<file path="src/rtl/fcmp_pkg.sv">
package fcmp_pkg;

  // Position of each condition bit inside the four-bit result
  localparam int FLAG_N = 3;
  localparam int FLAG_Z = 2;
  localparam int FLAG_C = 1;
  localparam int FLAG_V = 0;

  localparam logic [3:0] CODE_LT = 4'b1000;
  localparam logic [3:0] CODE_EQ = 4'b0110;
  localparam logic [3:0] CODE_GT = 4'b0010;
  localparam logic [3:0] CODE_UN = 4'b0011;

  typedef enum logic [1:0] {
    ORD_LT = 2'd0,
    ORD_EQ = 2'd1,
    ORD_GT = 2'd2,
    ORD_UN = 2'd3
  } order_t;

  // Map an ordering outcome onto its fixed condition code
  function automatic logic [3:0] code_of(input order_t o);
    logic [3:0] f;
    f = '0;
    unique case (o)
      ORD_LT: f[FLAG_N] = 1'b1;
      ORD_EQ: begin f[FLAG_Z] = 1'b1; f[FLAG_C] = 1'b1; end
      ORD_GT: f[FLAG_C] = 1'b1;
      ORD_UN: begin f[FLAG_C] = 1'b1; f[FLAG_V] = 1'b1; end
      default: f = '0;
    endcase
    return f;
  endfunction

endpackage

</file>
<file path="src/rtl/fcmp_classify.sv">
module fcmp_classify #(
  parameter int EXP_W  = 8,
  parameter int FRAC_W = 23
) (
  input  logic [EXP_W+FRAC_W:0] op,
  input  logic                  strict,
  output logic                  is_nan,
  output logic                  is_sig,
  output logic                  zero_mag,
  output logic                  raise
);
  localparam int W     = 1 + EXP_W + FRAC_W;
  localparam int QBIT  = FRAC_W - 1;

  logic [EXP_W-1:0]  exp_f;
  logic [FRAC_W-1:0] frac_f;

  assign exp_f  = op[W-2 -: EXP_W];
  assign frac_f = op[FRAC_W-1:0];

  // All-ones exponent with a non-zero fraction
  function automatic logic nan_test(input logic [EXP_W-1:0] e, input logic [FRAC_W-1:0] f);
    return (&e) && (|f);
  endfunction

  // Magnitude field entirely clear (either sign)
  function automatic logic zero_test(input logic [W-2:0] mag);
    return ~|mag;
  endfunction

  always_comb begin
    is_nan   = nan_test(exp_f, frac_f);
    is_sig   = is_nan && !frac_f[QBIT];
    zero_mag = zero_test(op[W-2:0]);
    raise    = is_nan && (strict || !frac_f[QBIT]);
  end

endmodule

</file>
<file path="src/rtl/fcmp_order.sv">
module fcmp_order
  import fcmp_pkg::*;
#(
  parameter int W = 32
) (
  input  logic [W-1:0] a,
  input  logic [W-1:0] b,
  input  logic         a_zero,
  input  logic         b_zero,
  output order_t       ord
);

  // Ordering of two non-NaN encodings without unpacking
  function automatic order_t order_of(input logic [W-1:0] x, input logic [W-1:0] y,
                                      input logic xz, input logic yz);
    logic below;
    if (x == y || (xz && yz)) begin
      return ORD_EQ;
    end
    if (x[W-1] != y[W-1]) begin
      return x[W-1] ? ORD_LT : ORD_GT;
    end
    below = (x[W-2:0] < y[W-2:0]);
    return (below ^ x[W-1]) ? ORD_LT : ORD_GT;
  endfunction

  assign ord = order_of(a, b, a_zero, b_zero);

endmodule

</file>
<file path="src/rtl/fcmp_flag_reg.sv">
module fcmp_flag_reg #(
  parameter int FLAG_W = 4
) (
  input  logic              clk,
  input  logic              rst_n,
  input  logic              load,
  input  logic [FLAG_W-1:0] flags_in,
  input  logic              inv_in,
  output logic              valid_q,
  output logic [FLAG_W-1:0] flags_q,
  output logic              inv_q
);

  always_ff @(posedge clk or negedge rst_n) begin
    if (!rst_n) begin
      valid_q <= 1'b0;
      flags_q <= '0;
      inv_q   <= 1'b0;
    end else begin
      valid_q <= load;
      if (load) begin
        flags_q <= flags_in;
        inv_q   <= inv_in;
      end
    end
  end

endmodule

</file>
<file path="src/rtl/fcmp_flag_unit.sv">
module fcmp_flag_unit
  import fcmp_pkg::*;
#(
  parameter int EXP_W  = 8,
  parameter int FRAC_W = 23
) (
  input  logic                  clk,
  input  logic                  rst_n,
  input  logic                  req_valid,
  input  logic [EXP_W+FRAC_W:0] opnd_d,
  input  logic [EXP_W+FRAC_W:0] opnd_m,
  input  logic                  strict_nan,
  input  logic                  cmp_zero,
  output logic                  res_valid,
  output logic [3:0]            res_flags,
  output logic                  res_invalid
);
  localparam int W     = 1 + EXP_W + FRAC_W;
  localparam int N_OPS = 2;

  logic [N_OPS-1:0][W-1:0] ops;
  logic [N_OPS-1:0]        nan_v, sig_v, zero_v, raise_v;

  // Index 0 is the left operand, index 1 the (possibly zeroed) right operand
  assign ops[0] = opnd_d;
  assign ops[1] = cmp_zero ? '0 : opnd_m;

  for (genvar gi = 0; gi < N_OPS; gi++) begin : g_cls
    fcmp_classify #(.EXP_W(EXP_W), .FRAC_W(FRAC_W)) u_cls (
      .op       (ops[gi]),
      .strict   (strict_nan),
      .is_nan   (nan_v[gi]),
      .is_sig   (sig_v[gi]),
      .zero_mag (zero_v[gi]),
      .raise    (raise_v[gi])
    );
  end

  // Named events for the checker
  logic   nan_d, nan_m, nan_any, sig_any, raise_any;
  order_t ord_raw, ord_sel;
  logic [3:0] flags_next;

  assign nan_d     = nan_v[0];
  assign nan_m     = nan_v[1];
  assign nan_any   = |nan_v;
  assign sig_any   = |sig_v;
  assign raise_any = |raise_v;

  fcmp_order #(.W(W)) u_ord (
    .a      (ops[0]),
    .b      (ops[1]),
    .a_zero (zero_v[0]),
    .b_zero (zero_v[1]),
    .ord    (ord_raw)
  );

  assign ord_sel    = nan_any ? ORD_UN : ord_raw;
  assign flags_next = code_of(ord_sel);

  fcmp_flag_reg #(.FLAG_W(4)) u_reg (
    .clk      (clk),
    .rst_n    (rst_n),
    .load     (req_valid),
    .flags_in (flags_next),
    .inv_in   (raise_any),
    .valid_q  (res_valid),
    .flags_q  (res_flags),
    .inv_q    (res_invalid)
  );

endmodule

</file>
<file path="config.mk">
export PLATFORM = sky130hd
export DESIGN_NAME = fcmp_flag_unit
export DESIGN_NICKNAME = d
export VERILOG_FILES = /design/src/rtl/fcmp_pkg.sv /design/src/rtl/fcmp_classify.sv /design/src/rtl/fcmp_order.sv /design/src/rtl/fcmp_flag_reg.sv /design/src/rtl/fcmp_flag_unit.sv
export SDC_FILE = /design/constraint.sdc
export NUM_CORES = 1
export LEC_CHECK = 0
export ABC_AREA = 1
export ABC_CLOCK_PERIOD_IN_PS = 2200
export BUFFER_PORTS_ARGS = -buffer_cell sky130_fd_sc_hd__buf_2
export CAP_MARGIN = 20
export CORE_MARGIN = 5
export CORE_UTILIZATION = 51
export CTS_CLUSTER_SIZE = 10
export DETAILED_ROUTE_END_ITERATION = 16
export GPL_TIMING_DRIVEN = 0
export PLACE_DENSITY = 0.87
export SLEW_MARGIN = 20
export SYNTH_ARGS = -nofsm -noshare
export SYNTH_HDL_FRONTEND = slang
export SYNTH_SLANG_ARGS = --single-unit
</file>
<file path="constraint.sdc">
create_clock -name clk -period 2.2 [get_ports clk]
set_clock_uncertainty 0.1 [all_clocks]
set_input_delay 0.66 -clock clk [delete_from_list [all_inputs] [get_ports clk]]
set_output_delay 0.66 -clock clk [all_outputs]
set_load 0.05 [all_outputs]
</file>
==> reports/metrics.yaml <==
via_per_inst: 5.74
cts_buffer_depth: 2
intPower_mw: 0.406
die_y_um: 65.2
ys_seq_area_share_pct: 9.66
syn-num-nets: 371
htreeDepth: 1
netlist_area_um2: 1550
drc: 0
period_minus_slack_ns: 2.36
ant_nets: 0
rsz0062_at_grt: "yes"
p_total_mw: 0.746
grt_antenna_before_repair: 0
coreArea_um2: 2980
die_x_um: 65.2
pwr_density_cell_nw_per_um2: 295
syn_avg_cell_area_um2: 5.73
p_leak_nw: 1.31
p_clk_share_pct: 14.1
rr_endpoint: "u_reg.inv_q"
place.gp.congestion: 0.840
hold_ws_ns: 0.124
yosys_register_bits: 6
post-dp-hpwl_um: 3900
hp-class: "primary input to async pin"
start_util_pct: 52.2
regArea_um2: 150
synth_cell_type_count: 24
tns_ns: -0.293
synth_top_area_share_pct: 25.6
fin_ws_ns: -0.158
synthToLayoutAreaGrowth_pct: 63.0
maxSlewHeadroom_pct: 84.3
min_period_over_period_pct: 107
synth_warnings: 0
reg2reg_slack_ns: 1.40
worstMarginPinSlew_ns: 0.234
overflow: 0
crit_path_end_kind: "flip-flop"
drv_cap: 0
ys_top_cells_by_area: "nand2_1 (26%), ha_1 (25%), nor2_1 (11%), dfrtp_1 (9.7%), inv_1 (5.8%)"
synth_area_leader_cell: "nand2_1"
multi_input_area_um2: 1690
hold_viol_final: 0
cts_tree: "done"
switching_share_pct: 45.6
rows: 20
fmax_mhz: 424
diodes: 0
nNetsFinal: 457
dieArea_um2: 4250
drive_gt1_share_pct: 46.2
drt-total-wl_um: 6050
maxSlewViolCount: 0
cp_data_required_time_ns: 2.24
num_vias: 2226
status: "complete, but fails checks"
reg2reg_from: "u_reg.inv_q"
first_iter_violations: 133
path_clk_slew_ns: 0.05
path_class: "primary input to flip-flop"
pwr-share-seq_pct: 16.6
insertion_delay_ns: 0.25
grt_start_max_net_pins: 11
peakVddDrop_mv: 0.243
pin_count: 75
syn_inst: 271
wl_per_cell_um: 15.6
power_frac_comb_pct: 69.3
cts_root_buf: "clkbuf_4"
n_fill_cell: 164
worstPathArrival_ns: 2.40
switchingPower_mw: 0.340
first_global_vias: 2127
start_kind: "primary input"
numCtsBuffers: 3
setup_violations: 3
io_buffers: 74
violations: "setup timing"
dr.pass1.iters: 5
grt_pass1_wl_um: 8420
cts_sinks: 6
worstPathMaxFanout: 7
holdBufCountCts: 0
ff2ff_path_depth: 1
gr-usage-all-layers_pct: 24.8
[layer usage]
metal | global-route usage, % | vias up | wire, um
met5 | 0 | - | 0
met2 | 50.3 | 136 | 3090
met1 | 24.9 | 990 | 2110
li1 | - | 1049 | -
met4 | 8.55 | 0 | 411
met3 | 4.10 | 51 | 440
[cell type report]
| cell class | count | share of cell area, % |
|---|---|---|
| Inverter | 25 | 4.00 |
| Buffer | 4 | 2.42 |
| Tap cell | 33 | 1.63 |
| Timing Repair Buffer | 81 | 18.4 |
| Clock buffer | 3 | 0.889 |
| Sequential cell | 6 | 5.93 |
| Multi-Input combinational cell | 236 | 66.7 |
[cell usage after synthesis]
cell type and instances:
a21o_1 2, a21oi_1 10, a22o_1 1, and2_1 1, buf_1 1, buf_2 1, buf_6 2, dfrtp_1 6
ha_1 31, inv_1 24, inv_2 1, nand2_1 106, nand2_2 4, nand2_4 1, nand3_1 10, nand3_2 1
nand4_1 6, nor2_1 44, nor2_2 3, nor3_1 4, o21ai_0 2, o21ai_1 6, o21ai_2 3, o22a_1 1
[layout by cell type (no fill, tap or decap), drive strengths merged, types with 4 or more instances in the layout]
cell type | Yosys | layout
a21oi | 10 | 10
buf | 4 | 85
dfrtp | 6 | 6
ha | 31 | 31
inv | 25 | 25
nand2 | 111 | 111
nand3 | 11 | 11
nand4 | 6 | 6
nor2 | 47 | 47
nor3 | 4 | 4
o21ai | 11 | 11
[worst max-delay path, stage by stage]
cell	delay (ns)
buf_8	0.11
inv_8	0.05
buf_8	0.10
buf_8	0.12
buf_12	0.13
nand2_2	0.09
ha_4	0.25
a21o_1	0.19
nor2_1	0.12
nand2_1	0.08
a21oi_2	0.17
nand2_2	0.07
nand2_2	0.08
nand3_2	0.06
nand2_1	0.07
nand2_1	0.05
[worst max path at each step]
stage | start | to | slack [ns]
2_1_floorplan | cmp_zero | u_reg.flags_q[1] | -0.08
3_3_place_gp | cmp_zero | u_reg.flags_q[1] | -0.48
3_5_place_dp | cmp_zero | u_reg.flags_q[1] | -0.50
4_1_cts | cmp_zero | u_reg.flags_q[1] | -0.06
5_1_grt | cmp_zero | u_reg.flags_q[1] | -0.23
6_report | cmp_zero | u_reg.flags_q[1] | -0.16
[logic make-up (layout without fill, tap and decap cells)]
| family | count (synthesis) | in the layout | synth area share, % |
|---|---|---|---|
| AOI/OAI and AO/OA | 25 | 25 | 9.58 |
| adders and majority gates | 31 | 31 | 25.0 |
| buffers and inverters | 29 | 113 | 8.05 |
| DFF | 6 | 6 | 9.66 |
| and+or+nand+nor | 180 | 180 | 47.7 |
[stage by stage]
step | instances | instance area, um^2 | utilization [%] | setup slack (ns)
2_1_floorplan | 271 | 1590 | - | -0.0816
3_3_place_gp | 378 | 2000 | 67.1 | -0.477
3_5_place_dp | 378 | 2000 | 67.1 | -0.503
4_1_cts | 388 | 2350 | 78.9 | -0.0568
5_1_grt | 388 | 2530 | 85.0 | -0.226
6_report | 388 | 2530 | 85.0 | -0.158
[sequential cells by signal, summed over array words and instances (netlist names)]
name / count
u_reg.flags_q: 4
u_reg.inv_q: 1
u_reg.valid_q: 1
[timing repair]
item / CTS / global route
gates resized for setup: 46 / 37
setup buffers: 6 / 0
hold endpoints to repair: 0 / 0
pin swaps: 32 / 22
gates cloned: 1 / 0
setup endpoints to repair: 3 / 3
[power groups by stage]
stage | combinational, mW | clock (mW) | sequential [mW]
CTS | 0.438 | 0.109 | 0.123
global placement | 0.351 | 0 | 0.124
floorplan | 0.195 | 0 | 0.155
global route | 0.564 | 0.117 | 0.124
detailed placement | 0.361 | 0 | 0.125
finish | 0.517 | 0.105 | 0.124
Power figures use the tool's default switching activity.
